$ cat config.mk
export PLATFORM = sky130hd
export DESIGN_NAME = idf_top
export DESIGN_NICKNAME = d
export VERILOG_FILES = /design/src/rtl/idf_pkg.sv /design/src/rtl/idf_cfg_regs.sv /design/src/rtl/idf_lane.sv /design/src/rtl/idf_top.sv
export SDC_FILE = /design/constraint.sdc
export NUM_CORES = 1
export LEC_CHECK = 0
export BUFFER_PORTS_ARGS = -buffer_cell sky130_fd_sc_hd__buf_2
export CORE_MARGIN = 8
export CORE_UTILIZATION = 27
export DETAILED_ROUTE_END_ITERATION = 16
export HOLD_SLACK_MARGIN = 0.05
export SYNTH_ARGS = -nofsm -noshare
export SYNTH_HDL_FRONTEND = slang
export SYNTH_HIERARCHICAL = 1
export SYNTH_SLANG_ARGS = --single-unit
export TNS_END_PERCENT = 30
$ cat constraint.sdc
create_clock -name clk -period 3.35 [get_ports clk]
set_clock_uncertainty 0.1 [all_clocks]
set_input_delay 0.1675 -clock clk [delete_from_list [all_inputs] [get_ports clk]]
set_output_delay 0.1675 -clock clk [all_outputs]
set_load 0.05 [all_outputs]
$ cat src/rtl/idf_pkg.sv
package idf_pkg;

    localparam int ID_W      = 18;
    localparam int REG_W     = 32;
    localparam int OFS_W     = 8;
    localparam int NUM_LANES = 3;

    // Lane indices; control bit for lane l is REG_W-1-l
    localparam int LANE_RD_TXN  = 0;
    localparam int LANE_WR_TXN  = 1;
    localparam int LANE_RD_BEAT = 2;

    typedef enum logic [OFS_W-1:0] {
        REG_CTRL  = 8'h00,
        REG_MATCH = 8'h04
    } cfg_reg_e;

    typedef struct packed {
        logic [NUM_LANES-1:0] en;
        logic [ID_W-1:0]      mask;
        logic [ID_W-1:0]      match_id;
    } flt_cfg_t;

    typedef struct packed {
        logic            fire;
        logic [ID_W-1:0] id;
    } tagged_hs_t;

    function automatic int lane_ctrl_bit(input int lane);
        return REG_W - 1 - lane;
    endfunction

    function automatic logic id_hit(input logic [ID_W-1:0] id,
                                    input logic [ID_W-1:0] mask,
                                    input logic [ID_W-1:0] match_id);
        return ((id ^ match_id) & mask) == '0;
    endfunction

endpackage

$ cat src/rtl/idf_cfg_regs.sv
module idf_cfg_regs
    import idf_pkg::*;
(
    input  logic             clk,
    input  logic             rst,
    input  logic             wr_en,
    input  logic [OFS_W-1:0] wr_ofs,
    input  logic [REG_W-1:0] wr_data,
    output flt_cfg_t         cfg
);

    logic hit_ctrl;
    logic hit_match;

    assign hit_ctrl  = wr_en && (wr_ofs == REG_CTRL);
    assign hit_match = wr_en && (wr_ofs == REG_MATCH);

    for (genvar g = 0; g < NUM_LANES; g++) begin : g_en
        always_ff @(posedge clk) begin
            if (rst) begin
                cfg.en[g] <= 1'b0;
            end else if (hit_ctrl) begin
                cfg.en[g] <= wr_data[lane_ctrl_bit(g)];
            end
        end
    end

    always_ff @(posedge clk) begin
        if (rst) begin
            cfg.mask     <= '0;
            cfg.match_id <= '0;
        end else begin
            if (hit_ctrl) begin
                cfg.mask <= wr_data[ID_W-1:0];
            end
            if (hit_match) begin
                cfg.match_id <= wr_data[ID_W-1:0];
            end
        end
    end

    logic unused_hi_bits;
    assign unused_hi_bits = ^wr_data[REG_W-NUM_LANES-1:ID_W];

endmodule

$ cat src/rtl/idf_lane.sv
module idf_lane
    import idf_pkg::*;
(
    input  logic            clk,
    input  logic            rst,
    input  tagged_hs_t      hs,
    input  logic            en,
    input  logic [ID_W-1:0] mask,
    input  logic [ID_W-1:0] match_id,
    output logic            pulse
);

    logic qualify;

    assign qualify = hs.fire && en && id_hit(hs.id, mask, match_id);

    always_ff @(posedge clk) begin
        if (rst) begin
            pulse <= 1'b0;
        end else begin
            pulse <= qualify;
        end
    end

endmodule

$ cat src/rtl/idf_top.sv
module idf_top
    import idf_pkg::*;
(
    input  logic             clk,
    input  logic             rst,
    input  logic             cfg_wr_en,
    input  logic [OFS_W-1:0] cfg_wr_ofs,
    input  logic [REG_W-1:0] cfg_wr_data,
    input  logic             rd_addr_valid,
    input  logic             rd_addr_ready,
    input  logic [ID_W-1:0]  rd_addr_id,
    input  logic             wr_addr_valid,
    input  logic             wr_addr_ready,
    input  logic [ID_W-1:0]  wr_addr_id,
    input  logic             rd_data_valid,
    input  logic             rd_data_ready,
    input  logic [ID_W-1:0]  rd_data_id,
    output logic             flt_rd_txn,
    output logic             flt_wr_txn,
    output logic             flt_rd_beat
);

    flt_cfg_t             cfg;
    tagged_hs_t           hs [NUM_LANES];
    logic [NUM_LANES-1:0] pulse;

    idf_cfg_regs u_regs (
        .clk     (clk),
        .rst     (rst),
        .wr_en   (cfg_wr_en),
        .wr_ofs  (cfg_wr_ofs),
        .wr_data (cfg_wr_data),
        .cfg     (cfg)
    );

    assign hs[LANE_RD_TXN]  = '{fire: rd_addr_valid & rd_addr_ready, id: rd_addr_id};
    assign hs[LANE_WR_TXN]  = '{fire: wr_addr_valid & wr_addr_ready, id: wr_addr_id};
    assign hs[LANE_RD_BEAT] = '{fire: rd_data_valid & rd_data_ready, id: rd_data_id};

    for (genvar g = 0; g < NUM_LANES; g++) begin : g_lane
        idf_lane u_lane (
            .clk      (clk),
            .rst      (rst),
            .hs       (hs[g]),
            .en       (cfg.en[g]),
            .mask     (cfg.mask),
            .match_id (cfg.match_id),
            .pulse    (pulse[g])
        );
    end

    assign flt_rd_txn  = pulse[LANE_RD_TXN];
    assign flt_wr_txn  = pulse[LANE_WR_TXN];
    assign flt_rd_beat = pulse[LANE_RD_BEAT];

endmodule

==> results of run 1 <==
-- logic make-up after synthesis --
group                     Yosys count  share of synthesized area, %
AOI/OAI and AO/OA                  33                          9.73
muxes                              36                          14.2
and+or+nand+nor                    83                          21.4
xor gates and xnor gates           54                          18.6
buffers and inverters              16                          3.10
DFF                                42                          33.0
-- routing by layer --
metal,up-vias,track usage (%),routed length [um]
li1,1103,-,-
met1,1023,13.5,3200
met2,68,21.0,3660
met3,12,2.93,385
met4,0,3.73,104
met5,-,0,0
-- final timing paths --
| kind | to | slack (ns) | depth (start not counted) |
|---|---|---|---|
| worst max-delay path | u_regs/cfg[12] | 1.34 | 4 |
| worst min-delay path | u_regs/cfg[21] | 0.06 | 3 |
| worst max register to register | g_lane[1].u_lane/pulse | 1.92 | 4 |
| worst min register to register | u_regs/cfg[38] | 0.38 | 2 |
-- worst max-delay path: stages --
cell and delay [ns]:
buf_2 0.10, nor4b_1 0.77, nand3_2 0.72, mux2i_1 0.35
-- cell usage in the layout, fill, tap and decap left out, types with 5 or more instances in the layout --
master	n
buf_2	94
xor2_1	54
nand2b_1	54
dfxtp_1	42
mux2i_1	36
a22oi_1	21
nand2_1	9
clkbuf_8	6
dlygate4sd3_1	5
-- area by class of cell --
cell class,count,area [sq um]
Fill cell,975,5960
Timing Repair Buffer,100,528
Tap cell,111,139
Multi-Input combinational cell,206,1630
Clock inverter,2,12.5
Clock buffer,6,82.6
Inverter,3,11.3
Sequential cell,42,841
-- sequential cells by signal (all words and copies together) (netlist names) --
name / count
g_lane.u_lane/pulse: 3
u_regs/cfg: 39
-- timing repair --
item                                   CTS  global route
hold buffers                             5             0
setup endpoints to repair                0             0
endpoints found under the hold margin    7             0
gates resized for setup                  0             0
-- synthesized netlist by cell type (2+ instances only) --
| master | instances |
|---|---|
| buf_2 | 2 |
| nand4b_1 | 3 |
| clkbuf_1 | 8 |
| buf_6 | 2 |
| nand2_1 | 9 |
| and2_1 | 3 |
| inv_1 | 3 |
| a22oi_1 | 21 |
| o31ai_1 | 3 |
| nor4_2 | 3 |
| xor2_1 | 54 |
| a222oi_1 | 3 |
| a21oi_1 | 3 |
| mux2i_1 | 36 |
| nand2b_1 | 54 |
| a211oi_1 | 3 |
| nand4_1 | 3 |
| dfxtp_1 | 42 |
-- per-stage QoR --
stage          instances  power, W
2_1_floorplan        264  0.000562
3_3_place_gp         457  0.000630
3_5_place_dp         457  0.000632
4_1_cts              470  0.000988
5_1_grt              470   0.00103
6_report             470  0.000971
-- report_power, final --
| part | switching [W] | internal [W] | leakage (nW) |
|---|---|---|---|
| Clock | 0.000182 | 0.000166 | 0.0472 |
| Sequential | 0.000000696 | 0.000499 | 0.338 |
| Combinational | 0.0000533 | 0.0000698 | 1.19 |
| Total | 0.000236 | 0.000735 | 1.57 |
==> impl_metrics.tcl, run 1 <==
set metrics [dict create \
    status "finished clean" \
    cp-start-kind "input pin" \
    die_w_um 113 \
    dieArea_sq_um 12800 \
    rsz0062_at_grt "no" \
    whs_ns 0.0571 \
    die_y_um 113 \
    core_sq_um 9200 \
    worstPathMaxFanout 14 \
    synth-seq-cells 42 \
    utilization_pct 35.2 \
    max_freq_mhz 498 \
    synth-main-ff-cell "dfxtp_1" \
    grt_pass1_vias 2464 \
    portBuffers 94 \
    drive_gt1_share_pct 30.1 \
    antenna_left 0 \
    hpwlAfterDp_um 5790 \
    antenna_cells 0 \
    drc 0 \
    track_usage_pct 11.8 \
    fp-row-count 35 \
    yosysTopAreaCell "dfxtp_1" \
    synthTopCellsByArea "dfxtp_1 33%, xor2_1 19%, mux2i_1 14%, nand2b_1 13%, a22oi_1 6.2%" \
    h-tree-depth 2 \
    finalSetupViolations 0 \
    gp_congestion 0.759 \
    post-cts-setup-buffers 0 \
    synth_cell_types 27 \
    final.setup.tns_ns 0 \
    cts_tree "done" \
    clkTransAtPathRegs_ns 0.09 \
    max-vdd-ir-drop_mv 0.166 \
    dpl-instance-area_sq_um 3090 \
    yosysWarnings 6 \
    p_per_area_nw_per_um2 300 \
    finalHoldViolCount 0 \
    slew_viol_final 0 \
    initial_utilization_pct 27.7 \
    syn_inst 264 \
    design_area_sq_um 3240 \
    dr.pass1.iters 4 \
    hp-class "input pin to flop" \
    synth_enable_flop_cells 0 \
    hp-start "cfg_wr_data[3]" \
    grt_max_degree 61 \
    arrival_ns 2.12 \
    grt_overflow_total 0 \
    synth_top_area_share_pct 33.0 \
    synthArstFlopShare_pct 0 \
    startpoint "cfg_wr_ofs[7]" \
    synth.cell_area_sq_um 2540 \
    clk_latency_ns 0.29 \
    cts.path.max_buffers 2 \
    syn_area_per_cell_sq_um 9.64 \
    endpoint_kind "flop" \
    fin_nets 461 \
    reg2reg_from "u_regs/cfg[6]" \
    antenna_found_initial 0 \
    syn-num-nets 367 \
    synth_seq_area_share_pct 33.0 \
    period_needed_ns 2.01 \
    post-route-period-util_pct 60.0 \
    slew_headroom_pct 40.3 \
    fin_ws_ns 1.34 \
    clock-sinks 42 \
    pin_count 106 \
    crit_required_ns 3.46 \
    syn2layout_area_growth_pct 27.3 \
    pre_cts_ws_ns 1.06 \
    cts_buffers 5 \
    vias_per_cell 4.69 \
    cts-root-buf "clkbuf_8" \
    grt_first_pass_wirelength_um 12100 \
    vias 2206 \
    totalWireLength_um 7350 \
    critPathKind "input pin to flop" \
    worst_pin_slew_ns 0.884 \
    maxCapViolCount 0 \
    first_iter_violations 62 \
    p_leak_nw 1.57 \
    wl_per_cell_um 15.6 \
]
No activity file was read; power rests on OpenSTA's default activity.
==> run 2, diff against run 1 <==
Clock period 3.35 ns to 1.85 ns, I/O delays scaled along.
==> impl_metrics.tcl, run 2 (synthesis results as in run 1) <==
set metrics [dict create \
    p_int_w 0.00136 \
    ctsResizeCount 0 \
    hold_depth 3 \
    endpoint_kind "flop" \
    nFillCells 958 \
    cp_slowest_cell "or4b_1" \
    max-vdd-ir-drop_mv 0.258 \
    wl_per_cell_um 14.7 \
    gp_congestion 0.754 \
    dieArea_sq_um 12800 \
    portBuffers 94 \
    clk_latency_ns 0.30 \
    clock-sinks 42 \
    rr_worst_depth 4 \
    antenna_cells 0 \
    fp-row-count 35 \
    max_freq_mhz 685 \
    post-cts-setup-buffers 0 \
    track_usage_pct 11.4 \
    arrival_ns 1.54 \
    largestRegisters "u_regs/cfg x39, g_lane.u_lane/pulse x3" \
    cts_buffers 5 \
    finalHoldViolCount 0 \
    finalSetupViolations 0 \
    cp_cell_sequence "buf_2 > or4b_1 > or3_1 > mux2i_1" \
    rsz0062_at_grt "no" \
    antenna_left 0 \
    grt_pass1_vias 2473 \
    core_sq_um 9200 \
    final_common_cell "buf_2" \
    whs_ns 0.129 \
    vias 2259 \
    final.setup.tns_ns 0 \
    fin_nets 482 \
    cts-root-buf "clkbuf_8" \
    pwr-share-clk_pct 35.0 \
    grt_overflow_total 0 \
    die_y_um 113 \
    top_register "u_regs/cfg" \
    largest_register_ffs 39 \
    regToRegEndpoint "g_lane[2].u_lane/pulse" \
    crit_family "simple AND/OR/NAND/NOR gates" \
    power_w 0.00178 \
    status "finished clean" \
    dr.pass1.iters 4 \
    critPathKind "input pin to flop" \
    grt_first_pass_wirelength_um 11800 \
    seq_power_share_pct 50.7 \
    p_comb_share_pct 14.3 \
    cts_tree "done" \
    cts.path.max_buffers 2 \
    crit_required_ns 1.93 \
    final_cell_mix "94 x buf_2, 54 x xor2_1, 54 x nand2b_1, 42 x dfxtp_1, 36 x mux2i_1" \
    p_leak_nw 1.67 \
    cp-start-kind "input pin" \
    drive_gt1_share_pct 29.7 \
    reg2reg_from "u_regs/cfg[6]" \
    hpwlAfterDp_um 5770 \
    worstPathMaxFanout 5 \
    antenna_found_initial 0 \
    first_iter_violations 71 \
    slowest_delay_ns 0.66 \
    period_needed_ns 1.46 \
    slew_viol_final 0 \
    totalWireLength_um 7200 \
    r2r_slack_ns 0.46 \
    hp-class "input pin to flop" \
    drc 0 \
    die_w_um 113 \
    slew_headroom_pct 58.1 \
    p_per_area_nw_per_um2 517 \
    clkTransAtPathRegs_ns 0.08 \
    h-tree-depth 2 \
    hp-start "cfg_wr_ofs[2]" \
    vias_per_cell 4.60 \
    syn2layout_area_growth_pct 35.5 \
    p_switching_w 0.000428 \
    holdPathEnd "u_regs/cfg[37]" \
    post-route-period-util_pct 78.9 \
    grt_max_degree 44 \
    crit_buf_inv 1 \
    initial_utilization_pct 27.7 \
    worst_pin_slew_ns 0.629 \
    swShare_pct 24.0 \
    pin_count 106 \
    maxCapViolCount 0 \
]
run 2: worst max-delay path by stage:
stage                  startpoint                     end  slack, ns  cells after the start
floorplan           cfg_wr_ofs[7]          u_regs/cfg[21]       0.27                      5
global placement    cfg_wr_ofs[7]          u_regs/cfg[34]       0.09                      4
detailed placement  cfg_wr_ofs[7]          u_regs/cfg[33]       0.07                      4
CTS                 cfg_wr_ofs[7]          u_regs/cfg[31]       0.39                      4
global route        u_regs/cfg[6]  g_lane[1].u_lane/pulse       0.34                      4
finish              cfg_wr_ofs[7]          u_regs/cfg[31]       0.39                      4
run 2: power by group through the flow:
stage	clock network (W)	logic, W	registers [W]
2_1_floorplan	0	0.0000913	0.000926
3_3_place_gp	0	0.000218	0.000927
3_5_place_dp	0	0.000221	0.000927
4_1_cts	0.000656	0.000258	0.000905
5_1_grt	0.000694	0.000280	0.000906
6_report	0.000624	0.000255	0.000905
run 2: tightest hold or removal path, cell delays in order:
cell	delay [ns]
buf_2	0.19
nand4b_1	0.14
a21oi_1	0.05
run 2: timing repair:
action,CTS,global route
hold buffers,21,0
setup endpoints to repair,0,0
endpoints found under the hold margin,39,0
run 2: through the flow:
stage | utilization, % | setup slack, ns | instance area (sq um) | std cells
2_1_floorplan | - | 0.269 | 2540 | 264
3_3_place_gp | 34.2 | 0.0881 | 3140 | 462
3_5_place_dp | 34.2 | 0.0681 | 3140 | 462
4_1_cts | 37.5 | 0.388 | 3450 | 491
5_1_grt | 37.5 | 0.344 | 3450 | 491
6_report | 37.5 | 0.390 | 3450 | 491
run 2: per-layer routing:
metal	up-vias	wire length, um	global-route usage, %	part of all wire [%]
li1	1145	-	-	-
met1	1055	3190	13.4	44
met2	52	3560	20.0	49
met3	7	358	3.25	5.0
met4	0	95	2.75	1.3
met5	-	0	0	0
run 2: final cells by class:
cell class	count	area (sq um)	area share, %
Clock buffer	6	82.6	2.39
Clock inverter	2	12.5	0.363
Inverter	3	11.3	0.326
Multi-Input combinational cell	206	1630	47.1
Sequential cell	42	841	24.4
Tap cell	111	139	4.03
Timing Repair Buffer	121	738	21.4
==> run 3, diff against run 2 <==
Clock period 1.85 ns to 1.4 ns, I/O delays scaled along.
==> impl_metrics.tcl, run 3 (synthesis results as in run 1) <==
set metrics [dict create \
    grt_max_degree 34 \
    gp_congestion 0.752 \
    met3_length_um 380 \
    grt_first_pass_wirelength_um 12100 \
    max_freq_mhz 730 \
    syn2layout_area_growth_pct 37.8 \
    first_iter_violations 72 \
    drc 0 \
    slew_viol_final 0 \
    status "finished clean" \
    crit_required_ns 1.50 \
    final_common_cell "buf_2" \
    period_needed_ns 1.37 \
    critPathKind "flop to flop" \
    hp-class "input pin to flop" \
    portBuffers 94 \
    top_layer "met4" \
    antenna_found_initial 0 \
    drive_gt1_share_pct 32.3 \
    p_per_area_nw_per_um2 669 \
    die_w_um 113 \
    final.setup.tns_ns 0 \
    wl_met2_um 3690 \
    finalSetupViolations 0 \
    worstPathMaxFanout 4 \
    clk_latency_ns 0.29 \
    cp-start-kind "flop" \
    pin_count 106 \
    regArea_sq_um 843 \
    cts_buffers 5 \
    post-cts-setup-buffers 0 \
    wl_per_cell_um 15.1 \
    h-tree-depth 2 \
    fp-row-count 35 \
    p_leak_nw 1.69 \
    maxCapViolCount 0 \
    grt_pass1_vias 2509 \
    arrival_ns 1.47 \
    clock-sinks 42 \
    fin_nets 486 \
    largest_register_ffs 39 \
    rsz0062_at_grt "yes" \
    multi_input_area_sq_um 1650 \
    hpwlAfterDp_um 6070 \
    drt-met1-wl_um 3320 \
    endpoint_kind "flop" \
    whs_ns 0.0940 \
    post-route-period-util_pct 97.8 \
    grt_overflow_total 0 \
    final_cell_mix "94 x buf_2, 54 x xor2_1, 54 x nand2b_1, 40 x dfxtp_1, 36 x mux2i_1" \
    cts_tree "done" \
    clkTransAtPathRegs_ns 0.08 \
    worst_pin_slew_ns 0.347 \
    die_y_um 113 \
    top_register "u_regs/cfg" \
    finalHoldViolCount 0 \
    cts.path.max_buffers 2 \
    core_sq_um 9200 \
    max-vdd-ir-drop_mv 0.297 \
    antenna_left 0 \
    cts-root-buf "clkbuf_8" \
    totalWireLength_um 7470 \
    largestRegisters "u_regs/cfg x39, g_lane.u_lane/pulse x3" \
    nFillCells 942 \
    initial_utilization_pct 27.7 \
    dr.pass1.iters 4 \
    vias 2243 \
    track_usage_pct 11.7 \
    antenna_cells 0 \
    dieArea_sq_um 12800 \
    slew_headroom_pct 76.9 \
    vias_per_cell 4.53 \
]
## run 3: area by class of cell
type	count	area share, %
Tap cell	111	3.96
Sequential cell	42	24.0
Clock buffer	7	2.46
Inverter	3	0.321
Multi-Input combinational cell	206	47.2
Clock inverter	1	0.143
Timing Repair Buffer	125	21.9
## run 3: final timing paths
| path | start | slack [ns] | cells after the start | to |
|---|---|---|---|---|
| worst max-delay path | u_regs/cfg[13] | 0.03 | 4 | g_lane[1].u_lane/pulse |
| worst min-delay path | rst | 0.09 | 4 | g_lane[0].u_lane/pulse |
| worst max register to register | u_regs/cfg[13] | 0.03 | 4 | g_lane[1].u_lane/pulse |
| worst min register to register | u_regs/cfg[36] | 0.38 | 2 | u_regs/cfg[36] |
## run 3: report_power, final
| group | internal (W) | switching, W | leakage [nW] |
|---|---|---|---|
| registers | 0.00119 | 0.00000176 | 0.339 |
| clock network | 0.000398 | 0.000411 | 0.0482 |
| logic | 0.000204 | 0.000137 | 1.30 |
| total | 0.00180 | 0.000550 | 1.69 |
## run 3: per-layer routing
metal | up-vias | GRT usage, %
li1 | 1154 | -
met3 | 8 | 3.35
met2 | 56 | 20.7
met4 | 0 | 2.49
met5 | - | 0
met1 | 1025 | 13.7
## run 3: repair_timing
item,in CTS,in global routing
gates cloned,0,0
setup endpoints to repair,2,3
pin swaps,3,2
hold buffers,21,0
hold endpoints to repair,39,0
resized for setup,4,3
## run 3: per-stage QoR
step                utilization [%]  worst slack (ns)  cells  power (W)  instance area, sq um
global route                   38.1            -0.129    495    0.00247                  3510
CTS                            38.0          -0.00510    495    0.00239                  3490
global placement               34.6            -0.210    466    0.00151                  3180
detailed placement             34.6            -0.232    466    0.00152                  3180
finish                         38.1            0.0302    495    0.00235                  3510
floorplan                         -            -0.152    264    0.00135                  2550
## run 3: worst max-delay path, cell delays in order, from the launching register on
cell and delay, ns:
dfxtp_1 0.36, xor2_1 0.19, a211oi_2 0.25, nand4_1 0.19, nor4_2 0.18
